**config.mk**
```make
export PLATFORM = sky130hd
export DESIGN_NAME = errrep_engine
export DESIGN_NICKNAME = d
export VERILOG_FILES = /design/src/rtl/errrep_pkg.sv /design/src/rtl/errrep_policy.sv /design/src/rtl/errrep_regs.sv /design/src/rtl/errrep_msg.sv /design/src/rtl/errrep_engine.sv
export SDC_FILE = /design/constraint.sdc
export NUM_CORES = 1
export LEC_CHECK = 0
export BUFFER_PORTS_ARGS = -buffer_cell sky130_fd_sc_hd__buf_2
export CAP_MARGIN = 10
export CORE_MARGIN = 2
export CORE_UTILIZATION = 40
export DETAILED_ROUTE_END_ITERATION = 12
export GPL_ROUTABILITY_DRIVEN = 0
export PLACE_DENSITY = 0.64
export SETUP_SLACK_MARGIN = 0.02
export SLEW_MARGIN = 20
export SYNTH_ARGS = -nofsm -noshare
export SYNTH_HDL_FRONTEND = slang
export SYNTH_SLANG_ARGS = --single-unit
export TNS_END_PERCENT = 50
```
**constraint.sdc**
```tcl
create_clock -name clk -period 13.65 [get_ports clk]
set_clock_uncertainty 0.1 [all_clocks]
set_input_delay 0 -clock clk [delete_from_list [all_inputs] [get_ports clk]]
set_output_delay 0 -clock clk [all_outputs]
set_load 0.03 [all_outputs]
```
**src/rtl/errrep_pkg.sv**
```systemverilog
package errrep_pkg;

   localparam int REG_DW = 32;

   // word addresses of the register port
   localparam int A_CTRL  = 0;
   localparam int A_DEV   = 1;
   localparam int A_CSTAT = 2;
   localparam int A_CMASK = 3;
   localparam int A_USTAT = 4;
   localparam int A_UMASK = 5;
   localparam int A_USEV  = 6;
   localparam int A_FEP   = 7;
   localparam int A_CAPH  = 8;
   localparam int A_HLOG  = 9;

   typedef enum logic [1:0] {
      MSG_COR      = 2'b00,
      MSG_NONFATAL = 2'b01,
      MSG_FATAL    = 2'b11
   } msg_kind_e;

   // device / legacy status, bit 0 is cor
   typedef struct packed {
      logic sys_err;
      logic tgt_abort;
      logic parity;
      logic ur;
      logic fatal;
      logic nonfatal;
      logic cor;
   } dev_bits_t;

   // reporting enables, bit 0 is cor_en
   typedef struct packed {
      logic serr_en;
      logic ur_en;
      logic fatal_en;
      logic nonfatal_en;
      logic cor_en;
   } ctrl_t;

endpackage

```
**src/rtl/errrep_policy.sv**
```systemverilog
module errrep_policy
   import errrep_pkg::*;
#(
   parameter int ERR_BITS = 32,
   parameter bit HAS_AER  = 1'b1,
   parameter int UR_POS   = 20,
   parameter int PSN_POS  = 12,
   parameter int CA_POS   = 15,
   localparam int CODE_W  = $clog2(ERR_BITS)
) (
   input  logic                evt_valid,
   input  logic [CODE_W-1:0]   evt_code,
   input  logic                evt_uncorr,
   input  logic                evt_fatal_dflt,
   input  ctrl_t               ctrl,
   input  logic [ERR_BITS-1:0] c_mask,
   input  logic [ERR_BITS-1:0] uc_mask,
   input  logic [ERR_BITS-1:0] uc_sev,
   input  logic [ERR_BITS-1:0] uc_stat,
   output dev_bits_t           dev_set,
   output logic [ERR_BITS-1:0] c_set,
   output logic [ERR_BITS-1:0] uc_set,
   output logic                first_hit,
   output logic                msg_req,
   output msg_kind_e           msg_kind
);

   always_comb begin
      logic [ERR_BITS-1:0] hot;
      logic fatal;
      logic masked;
      hot            = '0;
      hot[evt_code]  = 1'b1;
      dev_set        = '0;
      c_set          = '0;
      uc_set         = '0;
      first_hit      = 1'b0;
      msg_req        = 1'b0;
      msg_kind       = MSG_COR;
      fatal          = HAS_AER ? uc_sev[evt_code] : evt_fatal_dflt;
      masked         = 1'b0;
      if (evt_valid && !evt_uncorr) begin
         dev_set.cor = 1'b1;
         if (HAS_AER) c_set = hot;
         masked = HAS_AER && c_mask[evt_code];
         if (!masked && ctrl.cor_en) begin
            msg_req  = 1'b1;
            msg_kind = MSG_COR;
         end
      end else if (evt_valid) begin
         dev_set.fatal     = fatal;
         dev_set.nonfatal  = !fatal;
         dev_set.ur        = (evt_code == CODE_W'(UR_POS));
         dev_set.parity    = (evt_code == CODE_W'(PSN_POS));
         dev_set.tgt_abort = (evt_code == CODE_W'(CA_POS));
         if (HAS_AER) uc_set = hot;
         masked = HAS_AER && uc_mask[evt_code];
         if (!masked) begin
            first_hit = HAS_AER && (uc_stat == '0);
            if (dev_set.ur) begin
               if (ctrl.ur_en) begin
                  msg_req  = 1'b1;
                  msg_kind = fatal ? MSG_FATAL : MSG_NONFATAL;
               end
            end else begin
               dev_set.sys_err = ctrl.serr_en;
               if (fatal && (ctrl.serr_en || ctrl.fatal_en)) begin
                  msg_req  = 1'b1;
                  msg_kind = MSG_FATAL;
               end else if (!fatal && (ctrl.serr_en || ctrl.nonfatal_en)) begin
                  msg_req  = 1'b1;
                  msg_kind = MSG_NONFATAL;
               end
            end
         end
      end
   end

endmodule

```
**src/rtl/errrep_regs.sv**
```systemverilog
module errrep_regs
   import errrep_pkg::*;
#(
   parameter int          ERR_BITS = 32,
   parameter int          HDR_DW   = 4,
   parameter int          ADDR_W   = 4,
   parameter bit          HAS_AER  = 1'b1,
   parameter logic [11:0] NEXT_CAP = 12'h000,
   localparam int         CODE_W   = $clog2(ERR_BITS),
   localparam int         NADDR    = 1 << ADDR_W
) (
   input  logic                     clk,
   input  logic                     rst_n,
   input  logic                     reg_wr,
   input  logic [ADDR_W-1:0]        reg_addr,
   input  logic [REG_DW-1:0]        reg_wdata,
   input  dev_bits_t                dev_set,
   input  logic [ERR_BITS-1:0]      c_set,
   input  logic [ERR_BITS-1:0]      uc_set,
   input  logic                     first_hit,
   input  logic [CODE_W-1:0]        first_code,
   input  logic [REG_DW*HDR_DW-1:0] hdr_in,
   output ctrl_t                    ctrl,
   output logic [ERR_BITS-1:0]      c_mask,
   output logic [ERR_BITS-1:0]      uc_mask,
   output logic [ERR_BITS-1:0]      uc_sev,
   output logic [ERR_BITS-1:0]      uc_stat,
   output logic [REG_DW-1:0]        reg_rdata
);

   logic [NADDR-1:0]    wsel;
   logic [6:0]          dev_q;
   logic [ERR_BITS-1:0] c_stat;
   logic [CODE_W-1:0]   fep_q;
   logic [REG_DW-1:0]   hdr_q [HDR_DW];
   logic [REG_DW-1:0]   cap_hdr;
   logic [ERR_BITS-1:0] wd_e;

   assign wsel = reg_wr ? (NADDR'(1) << reg_addr) : '0;
   assign wd_e = reg_wdata[ERR_BITS-1:0];

   always_ff @(posedge clk) begin
      if (!rst_n) begin
         ctrl  <= '0;
         dev_q <= '0;
      end else begin
         if (wsel[A_CTRL]) ctrl <= ctrl_t'(reg_wdata[4:0]);
         dev_q <= (dev_q & ~(wsel[A_DEV] ? reg_wdata[6:0] : 7'd0)) | 7'(dev_set);
      end
   end

   generate
      if (HAS_AER) begin : g_aer
         always_ff @(posedge clk) begin
            if (!rst_n) begin
               c_stat  <= '0;
               c_mask  <= '0;
               uc_stat <= '0;
               uc_mask <= '0;
               uc_sev  <= '0;
               fep_q   <= '0;
            end else begin
               c_stat  <= (c_stat  & ~(wsel[A_CSTAT] ? wd_e : '0)) | c_set;
               uc_stat <= (uc_stat & ~(wsel[A_USTAT] ? wd_e : '0)) | uc_set;
               if (wsel[A_CMASK]) c_mask  <= wd_e;
               if (wsel[A_UMASK]) uc_mask <= wd_e;
               if (wsel[A_USEV])  uc_sev  <= wd_e;
               if (first_hit)     fep_q   <= first_code;
            end
         end
         for (genvar i = 0; i < HDR_DW; i++) begin : g_log
            always_ff @(posedge clk) begin
               if (!rst_n)         hdr_q[i] <= '0;
               else if (first_hit) hdr_q[i] <= hdr_in[REG_DW*i +: REG_DW];
            end
         end
         assign cap_hdr = {NEXT_CAP, 4'h1, 16'h0001};

         // a hardware set survives a same-cycle software clear
         a_r11_uc_set_wins: assert property (@(posedge clk) disable iff (!rst_n)
            (|uc_set) |=> ((uc_stat & $past(uc_set)) == $past(uc_set)));
         // the header log only moves on a first-error capture
         a_r7_log_hold: assert property (@(posedge clk) disable iff (!rst_n)
            !first_hit |=> ($stable(hdr_q[0]) && $stable(fep_q)));
      end else begin : g_plain
         assign c_stat  = '0;
         assign c_mask  = '0;
         assign uc_stat = '0;
         assign uc_mask = '0;
         assign uc_sev  = '0;
         assign fep_q   = '0;
         for (genvar i = 0; i < HDR_DW; i++) begin : g_log
            assign hdr_q[i] = '0;
         end
         assign cap_hdr = '0;
      end
   endgenerate

   always_comb begin
      reg_rdata = '0;
      case (int'(reg_addr))
         A_CTRL:  reg_rdata = REG_DW'(ctrl);
         A_DEV:   reg_rdata = REG_DW'(dev_q);
         A_CSTAT: reg_rdata = REG_DW'(c_stat);
         A_CMASK: reg_rdata = REG_DW'(c_mask);
         A_USTAT: reg_rdata = REG_DW'(uc_stat);
         A_UMASK: reg_rdata = REG_DW'(uc_mask);
         A_USEV:  reg_rdata = REG_DW'(uc_sev);
         A_FEP:   reg_rdata = REG_DW'(fep_q);
         A_CAPH:  reg_rdata = cap_hdr;
         default: begin
            for (int i = 0; i < HDR_DW; i++)
               if (int'(reg_addr) == A_HLOG + i) reg_rdata = hdr_q[i];
         end
      endcase
   end

   // device status set wins over clear
   a_r11_dev_set_wins: assert property (@(posedge clk) disable iff (!rst_n)
      (|dev_set) |=> ((dev_q & $past(7'(dev_set))) == $past(7'(dev_set))));

endmodule

```
**src/rtl/errrep_msg.sv**
```systemverilog
module errrep_msg
   import errrep_pkg::*;
(
   input  logic      clk,
   input  logic      rst_n,
   input  logic      req,
   input  msg_kind_e kind,
   input  logic      msg_ready,
   output logic      msg_valid,
   output logic [1:0] msg_type
);

   always_ff @(posedge clk) begin
      if (!rst_n) begin
         msg_valid <= 1'b0;
         msg_type  <= MSG_COR;
      end else if (req && (!msg_valid || msg_ready)) begin
         msg_valid <= 1'b1;
         msg_type  <= kind;
      end else if (msg_ready) begin
         msg_valid <= 1'b0;
      end
   end

   // an unaccepted message stays put
   a_r10_hold: assert property (@(posedge clk) disable iff (!rst_n)
      (msg_valid && !msg_ready) |=> (msg_valid && $stable(msg_type)));
   // only the three defined type codes appear
   a_r10_legal_type: assert property (@(posedge clk) disable iff (!rst_n)
      msg_valid |-> (msg_type != 2'b10));

endmodule

```
**src/rtl/errrep_engine.sv**
```systemverilog
module errrep_engine
   import errrep_pkg::*;
#(
   parameter int          ERR_BITS = 32,
   parameter int          HDR_DW   = 4,
   parameter int          ADDR_W   = 4,
   parameter bit          HAS_AER  = 1'b1,
   parameter logic [11:0] NEXT_CAP = 12'h140,
   parameter int          UR_POS   = 20,
   parameter int          PSN_POS  = 12,
   parameter int          CA_POS   = 15,
   localparam int         CODE_W   = $clog2(ERR_BITS)
) (
   input  logic                     clk,
   input  logic                     rst_n,
   input  logic                     evt_valid,
   input  logic [CODE_W-1:0]        evt_code,
   input  logic                     evt_uncorr,
   input  logic                     evt_fatal_dflt,
   input  logic [32*HDR_DW-1:0]     evt_hdr,
   input  logic                     reg_wr,
   input  logic [ADDR_W-1:0]        reg_addr,
   input  logic [31:0]              reg_wdata,
   output logic [31:0]              reg_rdata,
   output logic                     msg_valid,
   output logic [1:0]               msg_type,
   input  logic                     msg_ready
);

   generate
      if (ERR_BITS > REG_DW || (1 << CODE_W) != ERR_BITS) begin : g_bad_bits
         $error("ERR_BITS must be a power of two no larger than 32");
      end
      if ((1 << ADDR_W) < A_HLOG + HDR_DW) begin : g_bad_addr
         $error("ADDR_W too small for the header log");
      end
      if (UR_POS >= ERR_BITS || PSN_POS >= ERR_BITS || CA_POS >= ERR_BITS) begin : g_bad_pos
         $error("special error positions must lie inside ERR_BITS");
      end
   endgenerate

   ctrl_t               ctrl;
   dev_bits_t           dev_set;
   logic [ERR_BITS-1:0] c_mask, uc_mask, uc_sev, uc_stat, c_set, uc_set;
   logic                first_hit, msg_req;
   msg_kind_e           msg_kind;

   errrep_policy #(
      .ERR_BITS(ERR_BITS), .HAS_AER(HAS_AER),
      .UR_POS(UR_POS), .PSN_POS(PSN_POS), .CA_POS(CA_POS)
   ) policy_i (
      .evt_valid(evt_valid), .evt_code(evt_code), .evt_uncorr(evt_uncorr),
      .evt_fatal_dflt(evt_fatal_dflt), .ctrl(ctrl), .c_mask(c_mask),
      .uc_mask(uc_mask), .uc_sev(uc_sev), .uc_stat(uc_stat),
      .dev_set(dev_set), .c_set(c_set), .uc_set(uc_set),
      .first_hit(first_hit), .msg_req(msg_req), .msg_kind(msg_kind)
   );

   errrep_regs #(
      .ERR_BITS(ERR_BITS), .HDR_DW(HDR_DW), .ADDR_W(ADDR_W),
      .HAS_AER(HAS_AER), .NEXT_CAP(NEXT_CAP)
   ) regs_i (
      .clk(clk), .rst_n(rst_n), .reg_wr(reg_wr), .reg_addr(reg_addr),
      .reg_wdata(reg_wdata), .dev_set(dev_set), .c_set(c_set), .uc_set(uc_set),
      .first_hit(first_hit), .first_code(evt_code), .hdr_in(evt_hdr),
      .ctrl(ctrl), .c_mask(c_mask), .uc_mask(uc_mask), .uc_sev(uc_sev),
      .uc_stat(uc_stat), .reg_rdata(reg_rdata)
   );

   errrep_msg msg_i (
      .clk(clk), .rst_n(rst_n), .req(msg_req), .kind(msg_kind),
      .msg_ready(msg_ready), .msg_valid(msg_valid), .msg_type(msg_type)
   );

   // a masked uncorrectable error raises no message
   a_r6_masked_silent: assert property (@(posedge clk) disable iff (!rst_n)
      (evt_valid && evt_uncorr && uc_mask[evt_code] && !msg_valid) |=> !msg_valid);
   // with correctable reporting off, a correctable error raises no message
   a_r3_cor_gate: assert property (@(posedge clk) disable iff (!rst_n)
      (evt_valid && !evt_uncorr && !ctrl.cor_en && !msg_valid) |=> !msg_valid);

endmodule

```
======== After elaboration in Yosys (flattened, before gate mapping) ========
Memory sizes are Yosys's and may differ from the RTL's.
Cells that the tools add are included.
cells by class
  $add $sub $neg .......................... 0
  multiply operators ...................... 0
  divide/modulo/power cells ............... 0
  $lt $le $gt $ge ......................... 2
  equal/unequal tests ..................... 15
  shift operators ......................... 1
  mux-type cells .......................... 54
  bitwise logic cells ..................... 13
  reduce and logical (&&, ||, !) cells .... 16
operator list
  cell                                                        number
  2-to-1 mux 32 bit                                           13
  case mux 32 bit (9 select lines)                            1
  bitwise AND 32 bit                                          2
  inverter 32 bit                                             2
  OR 32 bit                                                   2
  logical NOT 32 bit                                          1
  2-to-1 mux 1 bit                                            25
  == test 4 x 3 -> 1 bit, second input constant               5
  == test 4 bit, second input constant                        4
  binary-select mux 1 bit (select 5 bit)                      3
  2-to-1 mux 2 bit                                            7
  2-to-1 mux 7 bit                                            2
  2-to-1 mux 6 bit                                            2
  == test 5 x 4 -> 1 bit, second input constant               2
  == test 4 x 2 -> 1 bit, second input constant               2
  bitwise AND 7 bit                                           1
  inverter 7 bit                                              1
  OR 7 bit                                                    1
  left shift 1 x 4 -> 7 bit, first input constant             1
  logical AND 1 bit                                           6
  less-than comparator 5 x 6 -> 1 bit, second input constant  1
  demux 1 bit (select 5 bit)                                  1
  == test 5 bit, second input constant                        1
  >= comparator 5 x 1 -> 1 bit, second input constant         1
  other kinds (6)                                             14
storage, ports and cells
  register bits ........................... 180
  latch bits .............................. 0
  memory bits (writable) .................. 128
  bits in read-only memories .............. 0
  input bits .............................. 176
  output and inout bits ................... 35
  memories ................................ 1
memory list
  name          words  width  rd ports  clocked after Yosys merged registers in  write ports  RTL line           source
  regs_i.hdr_q  4      32     4         0                                        4            errrep_regs.sv:35  logic [REG_DW-1:0] hdr_q [HDR_DW];

======== Depth between registers and ports, before layout ========
  depth in word-level cells ............... 12
  depth in mapped cells ................... 12
  mapped depth without buffers ............ 7

======== Hierarchy ========
From an unflattened synthesis, not the netlist that was laid out.
second synthesis, totals
  cells, all modules ...................... 1648
  area total of the unflattened synthesis .. 15648.8 µm²
modules (own cells, without submodules)
  module         times used  cells each  area an instance (µm²)
  errrep_regs    1           1420        14046.0
  errrep_policy  1           216         1472.7
  errrep_msg     1           12          130.1

======== Least setup slack after synthesis ========
OpenSTA, ideal clock, no wires.
  kind .................................... in2reg
  from .................................... input port evt_code[1]
  to ...................................... memory regs_i.hdr_q[0][0], enable pin
  library setup time ...................... 0.493 ns
  data arrival time ....................... 4.354 ns
  setup slack ............................. 8.703 ns
  stages on the path ...................... 9
  buffers on the path ..................... 3
  cells stage by stage .................... buf_6 -> buf_6 -> mux2i_1 -> o22ai_1 -> nor4_2 -> mux2i_1 -> or4_1 -> buf_4 -> nand2_1
RTL lines
  item                RTL line             source
  start: declaration  errrep_engine.sv:17  input logic [CODE_W-1:0] evt_code,
  end: declaration    errrep_regs.sv:35

==> results.ini <==
[cts]
cts_made_buffers = 36
htreeDepth = 2
cts_resized = 0
cts_setup_buffers = 0
cts_num_sinks = 308
hold_buffers = 168
clk_path_buf_depth = 3
insertion_delay_ns = 0.52
cts_tree = yes
clkSlewWorstSetupHoldPaths_ns = 0.06
cts_root_buf = clkbuf_16

[synth]
yosysSeqAreaShare = 0.523
synth_simple_gate_area_frac = 0.211
netlist_area_um2 = 14200
yosys_warnings = 0
ys.flop_type = dfxtp_1
syn_nets = 1695
ys_types = 52
synthAdderAreaFrac = 0
synth_top_family_by_area = simple AND/OR/NAND/NOR gates
synthArstFlopShare = 0
synth_edf_count = 128
avgSynthCellArea_um2 = 9.37
synth_compound_area_frac = 0.170
synth_mux_area_frac = 0.0522
synth-seq-cells = 308
syn_inst = 1519
synth_xor_area_frac = 0

[die]
core_area_um2 = 35300
ios = 211
die_height_um = 193
rows = 69
dieWidth_um = 193
die_area_um2 = 37100
initial_utilization = 0.403

[power_and_ir_drop]
p_int_w = 0.00172
p_seq_frac = 0.449
powerDensity_nw_per_um2 = 123
power_leakage_nw = 6.90
p_sw_frac = 0.240
vdd_drop_max_uv = 101
clock_power_share = 0.449
p_switching_w = 0.000544
comb_power_share = 0.102

[routing]
routed_wl_um = 52300
drc = 0
firstDrtPassIters = 6
ant_nets = 0
num_vias = 13400
routed_via_density = 5.80
wl_per_cell_um = 22.6
drtIter0Drc = 1691

[timing]
rsz0062_at_grt = false
finalHoldViolCount = 0
tightest_slew_ns = 1.09
finalSetupViolations = 0
finalMaxSlewViolations = 0
fmaxAchievable_mhz = 224
finalCritPeriodShare = 0.327
finalCriticalPeriod_ns = 4.46
fin_setup_tns_ns = 0
maxSlewHeadroom = 0.265

[setup_path]
critPathTopFamily = simple AND/OR/NAND/NOR gates
worst_setup_path_start_kind = input pin
worst-path-stages = 9
cpPeakStageDelay_ns = 0.84
critPathSlowestCell = or4_1
rrSetupSlack_ns = 9.41
r2r-end = regs_i.hdr_q[2][23]$_SDFFCE_PN0P_
crit_end = regs_i.hdr_q[2][23]$_SDFFCE_PN0P_
setup.worst_path.start = evt_code[2]
criticalPathCategory = in -> reg
r2r_cells = 7
end_kind = flip-flop
critPathArrivalTime_ns = 4.51
required_ns = 13.69
path_buf_inv = 3
crit_chain = dlygate4sd3_1, buf_2, nand3b_1, o22ai_1, nor4_2, mux2i_1, or4_1, nand2_4, buf_4
cp_max_fo = 66
reg2reg_from = regs_i.uc_mask[18]$_SDFFE_PN0P_

[placed_design]
place_area_um2 = 15500
numPortBuffers = 209
place_hpwl_um = 32400

[grt]
use_met2 = 0.435
grtUsageMet3 = 0.0633
antenna_found_initial = 1
top_usage_layer = met2
met1_usage = 0.379
grt_pass1_wl_um = 78200
gr-usage-all-layers = 0.280
grt_pass1_vias = 13000
grt_max_degree = 129
grt_overflow_total = 0

[final_layout]
final_common_cell = nand2_1
design_area_um2 = 18400
layout_common_cells = 284 x nand2_1, 209 x buf_2, 180 x dfxtp_1
drive_gt1_frac = 0.172
syn2layout_area_growth_pct = 29.4
nNetsFinal = 2006

[worst_hold_path]
hp-class = in -> reg
worstHoldStart = reg_wr

[run_status]
status = finished, final reports clean

[flow_run]
max-cap-violations = 0

[logic make-up after synthesis]
family / Yosys count
DFF: 308
AOI/OAI and AO/OA: 363
muxes: 59
and+or+nand+nor: 660
buffers and inverters: 129
[final cells by class]
cell class / instances / area [µm²]
fillers: 3121 / 16900
flip-flops and latches: 308 / 7450
multi-input cells: 1082 / 6230
repair buffers: 397 / 2900
clock buffers: 42 / 943
well taps: 461 / 577
clock inverters: 20 / 293
inverters: 5 / 21.3
diodes: 1 / 2.50
[worst min-delay path, delay by kind of cell]
kind          cells  cell delay (ns)
buf+inv           1             0.16
mux               1             0.12
simple gates      2             0.33
[synthesized netlist by cell type, types with 12 or more instances]
cell type	number	share of area
a21oi_1	162	0.057
a222oi_1	39	0.027
a22oi_1	78	0.041
a31oi_1	23	0.010
and2_1	135	0.059
buf_6	13	0.010
clkbuf_1	94	0.025
dfxtp_1	180	0.25
edfxtp_1	128	0.27
mux2i_1	46	0.032
mux4_2	12	0.019
nand2_1	286	0.075
nand3_1	14	0.0049
nor2_1	166	0.044
nor3_1	15	0.0053
[stage by stage]
step | instances | worst slack [ns] | util | hold WS, ns | power, W
2_1_floorplan | 1519 | 8.70 | - | 0.0360 | 0.00114
3_3_place_gp | 2084 | 8.97 | 0.438 | 0.180 | 0.00122
3_5_place_dp | 2084 | 8.93 | 0.438 | 0.180 | 0.00122
4_1_cts | 2314 | 9.28 | 0.520 | 0.0246 | 0.00226
5_1_grt | 2315 | 8.99 | 0.521 | 0.0716 | 0.00232
6_report | 2316 | 9.19 | 0.521 | 0.0330 | 0.00226
[power groups by stage]
| stage | combinational, W | sequential (W) | clock, W |
|---|---|---|---|
| floorplan | 0.000107 | 0.00103 | 0 |
| global placement | 0.000184 | 0.00103 | 0 |
| detailed placement | 0.000186 | 0.00103 | 0 |
| CTS | 0.000224 | 0.00102 | 0.00103 |
| global route | 0.000245 | 0.00102 | 0.00106 |
| finish | 0.000230 | 0.00102 | 0.00102 |
[registers in the layout, indices dropped and copies added, names as in the netlist]
register / count
regs_i.uc_mask: 32
msg_i.msg_valid: 1
regs_i.hdr_q: 128
msg_i.msg_type: 2
regs_i.uc_stat: 32
regs_i.ctrl: 5
regs_i.c_mask: 32
regs_i.uc_sev: 32
regs_i.fep_q: 5
regs_i.c_stat: 32
regs_i.dev_q: 7
[routing by layer]
layer	up-vias	share of wire	routed length [µm]
li1	6075	-	-
met2	869	0.45	23300
met1	6335	0.40	20900
met3	147	0.12	6120
met5	-	0	0
met4	0	0.038	2010
[how the worst min path moves through the flow]
stage | endpoint | slack (ns) | cells after the start
2_1_floorplan | regs_i.c_mask[2]$_SDFFE_PN0P_ | 0.04 | 2
3_3_place_gp | regs_i.hdr_q[1][10]$_SDFFCE_PN0P_ | 0.18 | 2
3_5_place_dp | regs_i.hdr_q[1][17]$_SDFFCE_PN0P_ | 0.18 | 2
4_1_cts | regs_i.ctrl[1]$_SDFFE_PN0P_ | 0.02 | 4
5_1_grt | regs_i.fep_q[0]$_SDFFE_PN0P_ | 0.07 | 4
6_report | regs_i.ctrl[1]$_SDFFE_PN0P_ | 0.03 | 4
Power figures use the tool's default switching activity.
